**src/rtl/pt_walker_pkg.sv**
```systemverilog
`timescale 1ns/1ps
package pt_walker_pkg;

    typedef enum logic [1:0] {
        ST_IDLE  = 2'd0,
        ST_ISSUE = 2'd1,
        ST_WAIT  = 2'd2
    } walk_state_e;

    typedef enum logic [1:0] {
        FLT_NONE     = 2'd0,
        FLT_INVALID  = 2'd1,
        FLT_BAD_FORM = 2'd2
    } fault_kind_e;

    typedef enum logic [1:0] {
        DK_TABLE    = 2'd0,
        DK_LEAF     = 2'd1,
        DK_INVALID  = 2'd2,
        DK_BAD_FORM = 2'd3
    } desc_kind_e;

endpackage

```
**src/rtl/pt_entry_addr.sv**
```systemverilog
`timescale 1ns/1ps
// Forms the byte address of the descriptor for the current level.
// The page offset width must equal index width plus entry shift.
module pt_entry_addr #(
    parameter int VA_W       = 48,
    parameter int PA_W       = 48,
    parameter int LEVELS     = 4,
    parameter int IDX_W      = 9,
    parameter int PAGE_SHIFT = 12,
    parameter int DESC_W     = 64
) (
    input  logic [VA_W-PAGE_SHIFT-1:0] vpn,
    input  logic [PA_W-PAGE_SHIFT-1:0] table_pn,
    input  logic [$clog2(LEVELS)-1:0]  level,
    output logic [PA_W-1:0]            entry_addr
);
    localparam int ENTRY_SHIFT = $clog2(DESC_W / 8);

    logic [IDX_W-1:0] slice [LEVELS];

    // Level 0 takes the top slice of the page number, the last level the bottom one.
    for (genvar g = 0; g < LEVELS; g++) begin : g_slice
        assign slice[g] = vpn[IDX_W*(LEVELS-1-g) +: IDX_W];
    end

    always_comb begin
        entry_addr = {table_pn, slice[level], {ENTRY_SHIFT{1'b0}}};
    end

endmodule

```
**src/rtl/pt_desc_decode.sv**
```systemverilog
`timescale 1ns/1ps
// Classifies one descriptor at a given level and forms the leaf address.
module pt_desc_decode
    import pt_walker_pkg::*;
#(
    parameter int PA_W       = 48,
    parameter int LEVELS     = 4,
    parameter int IDX_W      = 9,
    parameter int PAGE_SHIFT = 12,
    parameter int DESC_W     = 64,
    localparam int OFF_MAX   = PAGE_SHIFT + IDX_W*(LEVELS-2),
    localparam int ATTR_W    = DESC_W - PA_W + PAGE_SHIFT - 2
) (
    input  logic [DESC_W-1:0]          desc,
    input  logic [$clog2(LEVELS)-1:0]  level,
    input  logic [OFF_MAX-1:0]         va_low,
    output desc_kind_e                 kind,
    output logic [PA_W-PAGE_SHIFT-1:0] next_pn,
    output logic [PA_W-1:0]            leaf_pa,
    output logic [ATTR_W-1:0]          attr
);
    localparam int LVL_W = $clog2(LEVELS);

    logic [PA_W-1:0] cand [LEVELS];

    // Each level keeps a wider slice of the virtual address as offset.
    for (genvar g = 0; g < LEVELS; g++) begin : g_leaf
        localparam int OFF = PAGE_SHIFT + IDX_W*(LEVELS-1-g);
        if (g == 0) begin : g_none
            assign cand[g] = '0;
        end else begin : g_map
            assign cand[g] = {desc[PA_W-1:OFF], va_low[OFF-1:0]};
        end
    end

    always_comb begin
        next_pn = desc[PA_W-1:PAGE_SHIFT];
        leaf_pa = cand[level];
        attr    = {desc[DESC_W-1:PA_W], desc[PAGE_SHIFT-1:2]};
        if (!desc[0]) begin
            kind = DK_INVALID;
        end else if (level == LVL_W'(LEVELS-1)) begin
            kind = desc[1] ? DK_LEAF : DK_BAD_FORM;
        end else if (level == '0) begin
            kind = desc[1] ? DK_TABLE : DK_BAD_FORM;
        end else begin
            kind = desc[1] ? DK_TABLE : DK_LEAF;
        end
    end

endmodule

```
**src/rtl/pt_walker.sv**
```systemverilog
`timescale 1ns/1ps
module pt_walker
    import pt_walker_pkg::*;
#(
    parameter int VA_W       = 48,
    parameter int PA_W       = 48,
    parameter int LEVELS     = 4,
    parameter int IDX_W      = 9,
    parameter int PAGE_SHIFT = 12,
    parameter int DESC_W     = 64
) (
    input  logic                                  clk,
    input  logic                                  rst_n,
    input  logic                                  xlat_en,
    input  logic [PA_W-PAGE_SHIFT-1:0]            tbl_root_pn,
    input  logic                                  req_valid,
    input  logic [VA_W-1:0]                       req_va,
    output logic                                  busy,
    output logic                                  mem_rd_valid,
    output logic [PA_W-1:0]                       mem_rd_addr,
    input  logic                                  mem_rsp_valid,
    input  logic [DESC_W-1:0]                     mem_rsp_data,
    output logic                                  done_valid,
    output logic [PA_W-1:0]                       done_pa,
    output logic [DESC_W-PA_W+PAGE_SHIFT-3:0]     done_attr,
    output logic                                  done_fault,
    output logic [1:0]                            done_fault_kind,
    output logic [$clog2(LEVELS)-1:0]             done_level,
    output logic                                  refill_valid,
    output logic [VA_W-PAGE_SHIFT-1:0]            refill_vpn,
    output logic [PA_W-PAGE_SHIFT-1:0]            refill_ppn,
    output logic [$clog2(LEVELS)-1:0]             refill_level
);
    localparam int LVL_W   = $clog2(LEVELS);
    localparam int PN_W    = PA_W - PAGE_SHIFT;
    localparam int VPN_W   = VA_W - PAGE_SHIFT;
    localparam int OFF_MAX = PAGE_SHIFT + IDX_W*(LEVELS-2);
    localparam int ATTR_W  = DESC_W - PA_W + PAGE_SHIFT - 2;

    typedef struct packed {
        walk_state_e       state;
        logic [LVL_W-1:0]  level;
        logic [VA_W-1:0]   va;
        logic [PN_W-1:0]   table_pn;
        logic              done;
        logic              refill;
        logic              fault;
        fault_kind_e       fkind;
        logic [LVL_W-1:0]  end_level;
        logic [PA_W-1:0]   pa;
        logic [ATTR_W-1:0] attr;
    } walk_s;

    walk_s walk_d, walk_q;

    desc_kind_e        dec_kind;
    logic [PN_W-1:0]   dec_next_pn;
    logic [PA_W-1:0]   dec_leaf_pa;
    logic [ATTR_W-1:0] dec_attr;

    pt_entry_addr #(
        .VA_W(VA_W), .PA_W(PA_W), .LEVELS(LEVELS),
        .IDX_W(IDX_W), .PAGE_SHIFT(PAGE_SHIFT), .DESC_W(DESC_W)
    ) entry_i (
        .vpn        (walk_q.va[VA_W-1:PAGE_SHIFT]),
        .table_pn   (walk_q.table_pn),
        .level      (walk_q.level),
        .entry_addr (mem_rd_addr)
    );

    pt_desc_decode #(
        .PA_W(PA_W), .LEVELS(LEVELS), .IDX_W(IDX_W),
        .PAGE_SHIFT(PAGE_SHIFT), .DESC_W(DESC_W)
    ) decode_i (
        .desc    (mem_rsp_data),
        .level   (walk_q.level),
        .va_low  (walk_q.va[OFF_MAX-1:0]),
        .kind    (dec_kind),
        .next_pn (dec_next_pn),
        .leaf_pa (dec_leaf_pa),
        .attr    (dec_attr)
    );

    always_comb begin
        walk_d        = walk_q;
        walk_d.done   = 1'b0;
        walk_d.refill = 1'b0;
        unique case (walk_q.state)
            ST_IDLE: begin
                if (req_valid) begin
                    walk_d.va = req_va;
                    if (xlat_en) begin
                        walk_d.state    = ST_ISSUE;
                        walk_d.level    = '0;
                        walk_d.table_pn = tbl_root_pn;
                    end else begin
                        // Identity mapping, finished without any read.
                        walk_d.done      = 1'b1;
                        walk_d.fault     = 1'b0;
                        walk_d.fkind     = FLT_NONE;
                        walk_d.end_level = '0;
                        walk_d.pa        = PA_W'(req_va);
                        walk_d.attr      = '0;
                    end
                end
            end
            ST_ISSUE: begin
                walk_d.state = ST_WAIT;
            end
            ST_WAIT: begin
                if (mem_rsp_valid) begin
                    unique case (dec_kind)
                        DK_TABLE: begin
                            walk_d.state    = ST_ISSUE;
                            walk_d.table_pn = dec_next_pn;
                            walk_d.level    = walk_q.level + 1'b1;
                        end
                        DK_LEAF: begin
                            walk_d.state     = ST_IDLE;
                            walk_d.done      = 1'b1;
                            walk_d.refill    = 1'b1;
                            walk_d.fault     = 1'b0;
                            walk_d.fkind     = FLT_NONE;
                            walk_d.end_level = walk_q.level;
                            walk_d.pa        = dec_leaf_pa;
                            walk_d.attr      = dec_attr;
                        end
                        default: begin
                            walk_d.state     = ST_IDLE;
                            walk_d.done      = 1'b1;
                            walk_d.fault     = 1'b1;
                            walk_d.fkind     = (dec_kind == DK_INVALID) ? FLT_INVALID : FLT_BAD_FORM;
                            walk_d.end_level = walk_q.level;
                            walk_d.pa        = '0;
                            walk_d.attr      = '0;
                        end
                    endcase
                end
            end
            default: begin
                walk_d.state = ST_IDLE;
            end
        endcase
    end

    always_ff @(posedge clk) begin
        if (!rst_n) begin
            walk_q <= '0;
        end else begin
            walk_q <= walk_d;
        end
    end

    assign busy            = (walk_q.state != ST_IDLE);
    assign mem_rd_valid    = (walk_q.state == ST_ISSUE);
    assign done_valid      = walk_q.done;
    assign done_pa         = walk_q.pa;
    assign done_attr       = walk_q.attr;
    assign done_fault      = walk_q.fault;
    assign done_fault_kind = walk_q.fkind;
    assign done_level      = walk_q.end_level;
    assign refill_valid    = walk_q.refill;
    assign refill_vpn      = walk_q.va[VA_W-1:PAGE_SHIFT];
    assign refill_ppn      = walk_q.pa[PA_W-1:PAGE_SHIFT];
    assign refill_level    = walk_q.end_level;

endmodule

```
**config.mk**
```make
export PLATFORM = sky130hd
export DESIGN_NAME = pt_walker
export DESIGN_NICKNAME = d
export VERILOG_FILES = /design/src/rtl/pt_walker_pkg.sv /design/src/rtl/pt_entry_addr.sv /design/src/rtl/pt_desc_decode.sv /design/src/rtl/pt_walker.sv
export SDC_FILE = /design/constraint.sdc
export NUM_CORES = 1
export LEC_CHECK = 0
export BUFFER_PORTS_ARGS = -buffer_cell sky130_fd_sc_hd__buf_4
export CORE_ASPECT_RATIO = 0.8
export CORE_MARGIN = 2
export CORE_UTILIZATION = 45
export CTS_CLUSTER_SIZE = 30
export DETAILED_ROUTE_END_ITERATION = 10
export HOLD_SLACK_MARGIN = 0.12
export PLACE_DENSITY = 0.82
export SKIP_CTS_REPAIR_TIMING = 1
export SLEW_MARGIN = 25
export SYNTH_ARGS = -nofsm -noshare
export SYNTH_HDL_FRONTEND = slang
export SYNTH_SLANG_ARGS = --single-unit
```
**constraint.sdc**
```tcl
create_clock -name clk -period 7.56 [get_ports clk]
set_input_delay 0.756 -clock clk [delete_from_list [all_inputs] [get_ports clk]]
set_output_delay 0.756 -clock clk [all_outputs]
set_load 0.005 [all_outputs]
```
* Yosys cells after proc, flatten, opt, wreduce, memory -nomap -nowiden
Cells that the tools add are included.
Storage, ports and cells: flip-flop bits (word level) 169, output and inout bits 205
Operators by class: $add $sub $neg 1, $lt $le $gt $ge 1, eq/ne operators 11, mux-type cells 31, bitwise logic cells 1, reduce and logical (&&, ||, !) cells 10
Operators with widths (number):
- one-hot mux 79 bit (2 select lines) | 2
- two-way mux 79 bit | 2
- two-way mux 117 bit | 1
- binary-select mux 48 bit (select 2 bit) | 1
- two-way mux 48 bit | 2
- two-way mux 89 bit | 1
- one-hot mux 37 bit (2 select lines) | 1
- two-way mux 36 bit | 2
- binary-select mux 9 bit (select 2 bit) | 1
- two-way mux 9 bit | 2
- two-way mux 2 bit | 7
- != test 2 bit (second input constant) | 5
- AND reduction 5 bit | 2
- two-way mux 4 bit | 2
- equality test 2 bit (second input constant) | 3
- zero test 2 bit | 3
- one-hot mux 2 bit (3 select lines) | 1
- AND reduction 3 bit | 2
- two-way mux 1 bit | 5
- equality test 2 x 1 -> 1 bit (second input constant) | 2
- one-hot mux 2 bit (2 select lines) | 1
- nonzero test 2 bit | 2
- >= comparator 3 bit (second input constant) | 1
- NOT 2 -> 3 bit | 1
- 3 further kinds | 3

* Depth between registers and ports, before layout
Gate-level depths: netlist of run 1.
depth after elaboration 9, depth in mapped cells 14, gate-level depth less buffers 9

* By module
From an unflattened synthesis of run 1, not the netlist that was laid out.
Unflattened totals: cell total of the unflattened synthesis 1131, area, all modules 9709.3 µm²
Modules (own cells, without submodules):
- pt_walker | times used 1, cells an instance 947, area each 8155.3 µm², sequential area each 3383.2 µm²
- pt_desc_decode | times used 1, cells an instance 133, area each 1038.5 µm², sequential area each 0.0 µm²
- pt_entry_addr | times used 1, cells an instance 51, area each 515.5 µm², sequential area each 0.0 µm²

* Least setup slack after synthesis of run 1
OpenSTA, ideal clock, no wires.
path type register -> register, from register walk_q[166] (netlist bit), to register walk_q[109] (netlist bit), setup time 0.087 ns, data arrival time 2.565 ns, data required time 7.473 ns, setup slack 4.908 ns, cell stages (with the launch flop) 14, buffers on the path 4, clock period less this slack 2.652 ns, cell sequence dfxtp_1 clkbuf_1 buf_1 inv_1 ha_1 nor2_1 nor2_1 nor2_1 ha_1 nand4b_1 and2_1 clkbuf_1 clkbuf_1 o31ai_1
On the way: word-level cells in the longest chain between the ends 7, elaborated cells between the ends (all ways) 8, those cells by class eq/ne (2); mux (3); reduce/logical (3)
Ends and longest elaborated chain:
- from (decl) | RTL line pt_walker.sv:54 | walk_s walk_d, walk_q;
- from (signal assigned) | RTL line pt_walker.sv:150 | walk_q <= walk_d;
- zero test 2 bit | RTL line pt_desc_decode.sv:44 | end else if (level == '0) begin
- two-way mux 2 bit | RTL line pt_desc_decode.sv:44
- two-way mux 2 bit * | RTL line pt_desc_decode.sv:42 | end else if (level == LVL_W'(LEVELS-1)) begin
- two-way mux 2 bit * | RTL line pt_desc_decode.sv:40 | if (!desc[0]) begin
- zero test 2 bit * | RTL line pt_walker.sv:112 | unique case (dec_kind)
- != test 2 x 1 -> 1 bit (no line) *
- AND reduction 5 bit (no line) *
Every way passes the cells marked *; elsewhere a longest branch is shown, timed or not. A chain may end at the register's enable or synchronous reset.

* Worst setup path after layout of run 1
from register walk_q[166] (netlist bit), to register walk_q, in the netlist done_pa[22]
On the way: word-level cells in the longest chain between the ends 8, elaborated cells between the ends (all ways) 16, those cells by class eq/ne (3); mux (9); bitwise (1); reduce/logical (3)
Ends and longest elaborated chain:
- zero test 2 bit | RTL line pt_desc_decode.sv:44
- two-way mux 2 bit | RTL line pt_desc_decode.sv:44
- two-way mux 2 bit | RTL line pt_desc_decode.sv:42
- two-way mux 2 bit | RTL line pt_desc_decode.sv:40
- equality test 2 x 1 -> 1 bit / zero test 2 bit (equally long branches) | RTL line pt_walker.sv:112
- one-hot mux 79 bit (2 select lines) | RTL line pt_walker.sv:112
- two-way mux 117 bit | RTL line pt_walker.sv:111 | if (mem_rsp_valid) begin
- one-hot mux 79 bit (2 select lines) | RTL line pt_walker.sv:88 | unique case (walk_q.state)
Several ways; a longest one is shown, not always the timed one. The select of a mux whose other input is x is not followed.

==> run_results.csv, run 1 <==
group,metric,value,unit
status,status,"complete, no violations",
worst_setup_path,worst_setup_path_start_kind,"flip-flop",
sta,setup_viol,0,
power,power_density,203,nW/um^2
layout,num-nets-final,1288,
clock_network,cts.path.max_buffers,2,
route,remaining_drc_errors,0,
hold_path,hp-class,"reg -> reg",
route,drtIter0Drc,854,
worst_setup_path,path_class,"reg -> reg",
sta,post-route-min-period,3.50,ns
global_route,grt_max_degree,76,
place,dpl-instance-area,10400,sq um
clock_network,path_clk_slew,0.07,ns
route,ant_nets,0,
global_route,grt_first_pass_wirelength,46500,um
sta,fin_worst_skew,0.0113,ns
power,p_total,2220,uW
synthesis,synth-edff-count,0,
worst_setup_path,crit_required,7.80,ns
route,dr_total_vias,8316,
synthesis,synthDistinctLibCells,45,
worst_setup_path,cp_max_fo,74,
layout,layout_common_cells,"buf_4, dfxtp_1, nand2_1, a21oi_1, o31ai_1",
global_route,grt_usage,28.1,%
clock_network,clk_latency,0.42,ns
die,pin_count,358,
power,peakVddDrop,0.109,mV
global_route,antenna_found_initial,1,
clock_network,root_buffer,"clkbuf_16",
place,io_buffers,354,
layout,final_layout_size_suffix_gt1_share,38.6,%
synthesis,ys.flop_type,"dfxtp_1",
route,via_per_inst,5.90,
sta,drv_slew,0,
sta,tightest_slew,1.05,ns
place,dp_hpwl,22500,um
sta,max_freq,286,MHz
layout,area_growth_syn_to_layout,18.9,%
synthesis,syn-instance-count,1039,
die,core,19900,sq um
clock_network,htree_levels,4,
worst_setup_path,end_kind,"flip-flop",
die,die_area,21500,sq um
layout,final_common_cell,"buf_4",
layout,fin_area,10900,sq um
synthesis,async_flop_share,0,%
die,start_util,46.1,%
sta,rsz0062_at_grt,"no",
worst_setup_path,rr_worst_depth,8,
synthesis,synth-seq-area-share,36.9,%
sta,slew-limit-headroom,29.8,%
sta,hold_viol,0,
worst_setup_path,arrival,3.74,ns
flow_run,maxCapViolCount,0,
route,first_pass_iters,5,
synthesis,syn_avg_cell_area,8.83,sq um
synthesis,syn_area,9170,sq um
global_route,overflow,0,
power,p_leak,0.00454,uW
sta,setup_tns,0,ns
die,fp.dieH,132,um
die,dieWidth,164,um
synthesis,ys_ff_latch,169,
die,rows,46,
place,gp_routability_congestion,0.944,
clock_network,cts_sinks,169,
synthesis,ys_warn_count,0,
hold_path,hold_depth,2,
sta,fin_crit_sh,46.2,%
clock_network,cts_tree,"yes",
route,routedWlPerCell,22.5,um
route,wirelength,31800,um
global_route,grt_pass1_vias,7593,
clock_network,cts_made_buffers,17,
==> synthesized netlist by cell type, types with 2 or more instances <==
cell	instances	area share [%]
nand2_1	124	5.1
buf_2	21	1.1
nor2_1	6	0.25
buf_12	2	0.44
nand3b_1	9	0.74
o21a_1	2	0.16
o31ai_1	66	5.4
nand2b_1	3	0.20
and2_1	2	0.14
nor3_1	18	0.98
a32oi_1	30	2.9
inv_1	8	0.33
a22oi_1	35	2.9
nand3_1	33	1.8
nor2b_1	3	0.20
ha_1	4	0.55
buf_4	197	16
or2_2	2	0.14
clkbuf_1	63	2.6
buf_6	4	0.49
mux4_2	9	2.2
a311oi_1	18	1.7
dfxtp_1	169	37
nand4bb_1	2	0.25
a2bb2oi_1	7	0.67
a211o_1	9	0.86
a21o_1	9	0.74
a2bb2oi_2	20	3.3
mux2i_1	9	0.98
a21oi_1	95	5.2
o2111ai_1	5	0.48
nand4_1	37	2.5
buf_1	6	0.25
==> where the power goes <==
part / switching (uW) / internal, uW / total, uW
clock network: 387 / 434 / 820
registers: 55.6 / 946 / 1000
logic: 189 / 205 / 393
==> per-layer routing <==
layer	wire length, um	part of all wire (%)	track usage (%)
met1	13000	41	38.1
met2	14800	47	43.9
met3	3250	10	7.04
met4	710	2.2	8.53
met5	0	0	0
==> flip-flops by register name, indices dropped and copies added, names as in the netlist <==
name             count
done_level           2
done_pa             48
done_attr           26
refill_vpn          36
refill_valid         1
done_fault           1
done_fault_kind      2
walk_q              52
done_valid           1
==> critical path: stages, from the launching register on <==
cell and delay (ns):
dfxtp_2 0.92, ha_1 0.31, nor2_1 0.06, nor2_1 0.08
nor2_1 0.07, ha_1 0.25, nand4bb_1 0.45, nand2_4 0.85
a311oi_1 0.20
==> cell type report <==
cell class | instances | area (sq um)
Tap cell | 264 | 330
Sequential cell | 169 | 3390
Multi-Input combinational cell | 570 | 3860
Timing Repair Buffer | 365 | 2760
Clock inverter | 12 | 91.3
Clock buffer | 20 | 447
Antenna cell | 1 | 2.50
Inverter | 8 | 30.0
Fill cell | 1806 | 9010
==> through the flow <==
step | instances | util [%] | worst slack [ns] | hold slack [ns]
2_1_floorplan | 1041 | - | 4.91 | 0.437
3_3_place_gp | 1375 | 51.8 | 4.24 | 0.442
3_5_place_dp | 1376 | 52.0 | 4.14 | 0.447
4_1_cts | 1408 | 54.7 | 4.13 | 0.457
5_1_grt | 1409 | 54.8 | 3.83 | 0.482
6_report | 1409 | 54.8 | 4.06 | 0.456
==> path summary, 6_finish.rpt <==
path | start | end | slack (ns)
min reg2reg | walk_q[123] | walk_q[123] | 0.46
min | walk_q[123] | walk_q[123] | 0.46
max | walk_q[166] | done_pa[22] | 4.06
max reg2reg | walk_q[166] | done_pa[22] | 4.06
==> cells by family after synthesis <==
group	synth area share, %
flip-flops	36.9
adder cells (fa/ha/maj)	0.546
other	0.0409
AO/OA/AOI/OAI	24.2
buffers and inverters	21.5
multiplexers	3.19
AND/OR/NAND/NOR	13.6
(Power assumes the default switching activity.)
==> run 2, diff against run 1 <==
Clock period 7.56 ns to 3.3 ns, I/O delays scaled along.
==> run 2 against run 1 <==
Against the previous run:
- fmax rose by 24%
- core utilization is 0.87 points higher
- global-route usage down 0.17 points
- critical path type unchanged
- largest power group unchanged
==> run_results.csv, run 2 (same netlist as run 1, synthesis figures left out) <==
group,metric,value,unit
global_route,grt_first_pass_wirelength,46200,um
global_route,grt_usage,27.9,%
worst_setup_path,timing.rr.end,"done_attr[0]",
worst_setup_path,end_kind,"flip-flop",
status,status,"complete, no violations",
layout,num-nets-final,1298,
sta,hold_viol,0,
hold_path,min_to,"refill_vpn[32]",
clock_network,htree_levels,4,
power,power_density,489,nW/um^2
layout,area_growth_syn_to_layout,20.8,%
clock_network,cts.path.max_buffers,2,
route,via_per_inst,5.93,
route,routedWlPerCell,22.2,um
sta,tightest_slew,0.873,ns
place,dp.cells,1386,
layout,largest_reg_flops,52,
route,wl_met3,3400,um
layout,final_common_cell,"buf_4",
layout,seq_area,3390,sq um
layout,stdcell_count,1418,
place,gp_routability_congestion,0.921,
worst_setup_path,arrival,3.17,ns
die,core,19900,sq um
global_route,overflow,0,
die,start_util,46.1,%
sta,fin_worst_skew,0.0173,ns
sta,rsz0062_at_grt,"no",
hold_path,hp-class,"in -> reg",
layout,final_layout_size_suffix_gt1_share,39.3,%
route,top_layer,"met5",
route,first_pass_iters,5,
sta,max_freq,354,MHz
sta,post-route-min-period,2.83,ns
worst_setup_path,cp_slowest_cell,"nand3_2",
route,route.met2.wl,14500,um
sta,setup_tns,0,ns
die,die_area,21500,sq um
sta,drv_slew,0,
clock_network,cts_tree,"yes",
worst_setup_path,cp_cell_sequence,"inv_1, ha_1, nor2_1, nor2_1, nor2_1, ha_1, nand4bb_1, nand3_2, a2bb2oi_1",
die,fp.dieH,132,um
layout,layout_common_cells,"buf_4, dfxtp_1, nand2_1, a21oi_1, o31ai_1",
sta,fin_crit_sh,85.7,%
sta,slew-limit-headroom,41.8,%
sta,setup_viol,0,
clock_network,cts_sinks,169,
worst_setup_path,crit_required,3.64,ns
layout,diodes,0,
clock_network,path_clk_slew,0.08,ns
global_route,grt_pass1_vias,7618,
place,io_buffers,354,
layout,fillers,1794,
global_route,antenna_found_initial,2,
die,rows,46,
worst_setup_path,crit_top_cell,"nor2_1",
clock_network,root_buffer,"clkbuf_16",
hold_path,hp-start,"req_va[44]",
die,pin_count,358,
layout,multi_input_area,3840,sq um
clock_network,cts_made_buffers,17,
layout,largest-register,"walk_q",
place,dp_hpwl,22700,um
worst_setup_path,worst_setup_path_start_kind,"flip-flop",
power,p_leak,0.00465,uW
power,p_total,5420,uW
worst_setup_path,reg2reg_setup_slack,0.47,ns
worst_setup_path,cp_max_fo,26,
worst_setup_path,critical_path.max_stage_delay,0.73,ns
worst_setup_path,path_class,"reg -> reg",
power,peakVddDrop,0.335,mV
worst_setup_path,reg2reg_from,"walk_q[165]",
flow_run,maxCapViolCount,0,
route,drtIter0Drc,889,
route,dr_total_vias,8409,
layout,fin_util,55.6,%
hold_path,hold_depth,3,
route,wirelength,31500,um
global_route,grt_max_degree,57,
clock_network,clk_latency,0.44,ns
worst_setup_path,rr_worst_depth,9,
die,dieWidth,164,um
route,remaining_drc_errors,0,
route,ant_nets,0,
route,met1Wirelength,12600,um
-- run 2: power breakdown --
| part | leakage [uW] | total (uW) | internal, uW | switching, uW |
|---|---|---|---|---|
| clock | 0.000316 | 2220 | 1310 | 910 |
| combinational | 0.00295 | 902 | 472 | 430 |
| sequential | 0.00139 | 2290 | 2170 | 126 |
-- run 2: cell type report --
| class | count | area share (%) |
|---|---|---|
| Clock inverter | 14 | 1.88 |
| Sequential cell | 169 | 30.6 |
| Clock buffer | 18 | 3.96 |
| Multi-Input combinational cell | 570 | 34.7 |
| Timing Repair Buffer | 375 | 25.6 |
| Inverter | 8 | 0.282 |
| Tap cell | 264 | 2.98 |
-- run 2: worst max path at each step --
stage                            from       endpoint  cells past startpoint
after floorplan           walk_q[166]    walk_q[109]                     13
after global placement    walk_q[165]  done_attr[25]                      9
after detailed placement  walk_q[165]   done_attr[0]                      9
after CTS                 walk_q[165]   done_attr[0]                      9
after global routing      walk_q[165]  done_attr[25]                      9
final                     walk_q[165]   done_attr[0]                      9
-- run 2: worst max-delay path: cells and delay by family (launching register included) --
kind            cells  cell delay, ns
fa+ha+maj           2            0.47
simple gates        5            1.44
buf+inv             1            0.08
compound gates      1            0.37
flops               1            0.36
-- run 2: per-layer routing --
metal | global-route usage (%) | vias up
met1 | 37.4 | 4033
met4 | 9.16 | 4
met2 | 42.8 | 511
met5 | 0 | -
li1 | - | 3788
met3 | 8.49 | 73
-- run 2: metrics by stage --
step	hold WS [ns]	cell area, sq um	worst slack (ns)
2_1_floorplan	0.437	9180	0.648
3_3_place_gp	0.442	10400	0.703
3_5_place_dp	0.451	10400	0.463
4_1_cts	0.139	11100	0.488
5_1_grt	0.140	11100	0.207
6_report	0.153	11100	0.471
==> run 3, diff against run 2 <==
Settings changed: CAP_MARGIN from default to 20, CORE_MARGIN 2 to default.
==> run 3 against run 2 <==
Against the previous run:
- total power is 3.5% lower
- non-clock buffer count is 2 higher
- critical path type unchanged
- worst setup slack worse by 0.11 ns
- die area is 2.7% lower
==> run_results.csv, run 3 (same netlist as run 1, synthesis figures left out) <==
group,metric,value,unit
worst_setup_path,crit_required,3.64,ns
clock_network,cts_tree,"yes",
worst_setup_path,path_class,"reg -> reg",
clock_network,htree_levels,4,
layout,final_common_cell,"buf_4",
sta,setup_viol,0,
worst_setup_path,end_kind,"flip-flop",
clock_network,cts.path.max_buffers,2,
route,via_per_inst,5.93,
power,peakVddDrop,0.312,mV
sta,tightest_slew,0.959,ns
sta,fin_worst_skew,0.0102,ns
power,p_leak,0.00463,uW
place,dp_hpwl,22600,um
worst_setup_path,timing.rr.end,"done_attr[13]",
hold_path,hold_depth,3,
die,rows,46,
die,pin_count,358,
sta,drv_slew,0,
status,status,"complete, no violations",
hold_path,min_to,"refill_vpn[23]",
flow_run,maxCapViolCount,0,
power,power_density,474,nW/um^2
sta,setup_tns,0,ns
die,core,19900,sq um
place,io_buffers,354,
global_route,grt_pass1_vias,7740,
route,drtIter0Drc,1051,
layout,largest_reg_flops,52,
clock_network,cts_sinks,169,
sta,max_freq,341,MHz
hold_path,hp-class,"in -> reg",
route,dr_total_vias,8419,
clock_network,cts_made_buffers,17,
sta,slew-limit-headroom,36.0,%
die,die_area,21000,sq um
worst_setup_path,worst_setup_path_start_kind,"flip-flop",
layout,num-nets-final,1300,
worst_setup_path,reg2reg_from,"walk_q[165]",
hold_path,hp-start,"req_va[35]",
die,dieWidth,162,um
clock_network,clk_latency,0.42,ns
worst_setup_path,cp_max_fo,26,
route,routedWlPerCell,22.3,um
sta,fin_crit_sh,88.9,%
global_route,grt_usage,29.1,%
route,wirelength,31700,um
sta,hold_viol,0,
route,first_pass_iters,6,
global_route,overflow,0,
global_route,antenna_found_initial,1,
layout,area_growth_syn_to_layout,20.1,%
route,remaining_drc_errors,0,
die,start_util,46.1,%
place,gp_routability_congestion,0.918,
sta,post-route-min-period,2.93,ns
clock_network,path_clk_slew,0.07,ns
global_route,grt_max_degree,56,
global_route,grt_first_pass_wirelength,46200,um
worst_setup_path,arrival,3.27,ns
route,ant_nets,0,
layout,diodes,0,
layout,largest-register,"walk_q",
sta,layout_setup_ws,0.365,ns
layout,layout_common_cells,"buf_4, dfxtp_1, nand2_1, a21oi_1, o31ai_1",
worst_setup_path,rr_worst_depth,10,
die,fp.dieH,130,um
worst_setup_path,reg2reg_setup_slack,0.37,ns
place,dp_slack,0.391,ns
sta,rsz0062_at_grt,"no",
layout,final_layout_size_suffix_gt1_share,39.2,%
clock_network,root_buffer,"clkbuf_16",
[run 3: worst max-delay path, stage by stage, from the launching register on]
cell and delay [ns]:
dfxtp_2 0.51, inv_1 0.12, ha_1 0.22, nor2_1 0.08
nor2_1 0.04, nor2_1 0.15, ha_1 0.24, nand4bb_1 0.23
buf_4 0.20, nand3_2 0.66, a2bb2oi_2 0.37
[run 3: layout make-up]
| type | instances | area [sq um] |
|---|---|---|
| Multi-Input combinational cell | 570 | 3830 |
| Fill cell | 1804 | 8900 |
| Clock buffer | 18 | 429 |
| Timing Repair Buffer | 377 | 2840 |
| Inverter | 8 | 30.0 |
| Tap cell | 264 | 330 |
| Sequential cell | 169 | 3390 |
| Clock inverter | 14 | 159 |
[run 3: through the flow]
stage                     std cells  instance area (sq um)  hold WS, ns  power (uW)  utilization, %
after floorplan                1041                   9180        0.437        2890               -
after global placement         1388                  10400        0.442        3210            52.3
after detailed placement       1388                  10400        0.451        3230            52.3
after CTS                      1420                  11000        0.139        5250            55.3
after global routing           1420                  11000        0.145        5410            55.3
final                          1420                  11000        0.156        5220            55.3
[run 3: worst max-delay path by stage]
stage / startpoint / slack, ns / end / cells past startpoint
4_1_cts: walk_q[165] / 0.37 / done_attr[13] / 10
3_3_place_gp: walk_q[165] / 0.55 / done_attr[2] / 10
6_report: walk_q[165] / 0.37 / done_attr[13] / 10
3_5_place_dp: walk_q[165] / 0.39 / done_attr[3] / 10
5_1_grt: walk_q[165] / 0.1 / done_attr[1] / 10
2_1_floorplan: walk_q[166] / 0.65 / walk_q[109] / 13
[run 3: routing by layer]
metal	GRT usage (%)	routed length (um)
met2	45.6	14700
met1	37.6	12700
met5	0	13
met3	9.57	3600
met4	10.1	754
[run 3: report_power, final]
group          total, uW  internal (uW)  switching, uW
combinational        904            471            433
clock               2030           1130            892
sequential          2290           2170            125
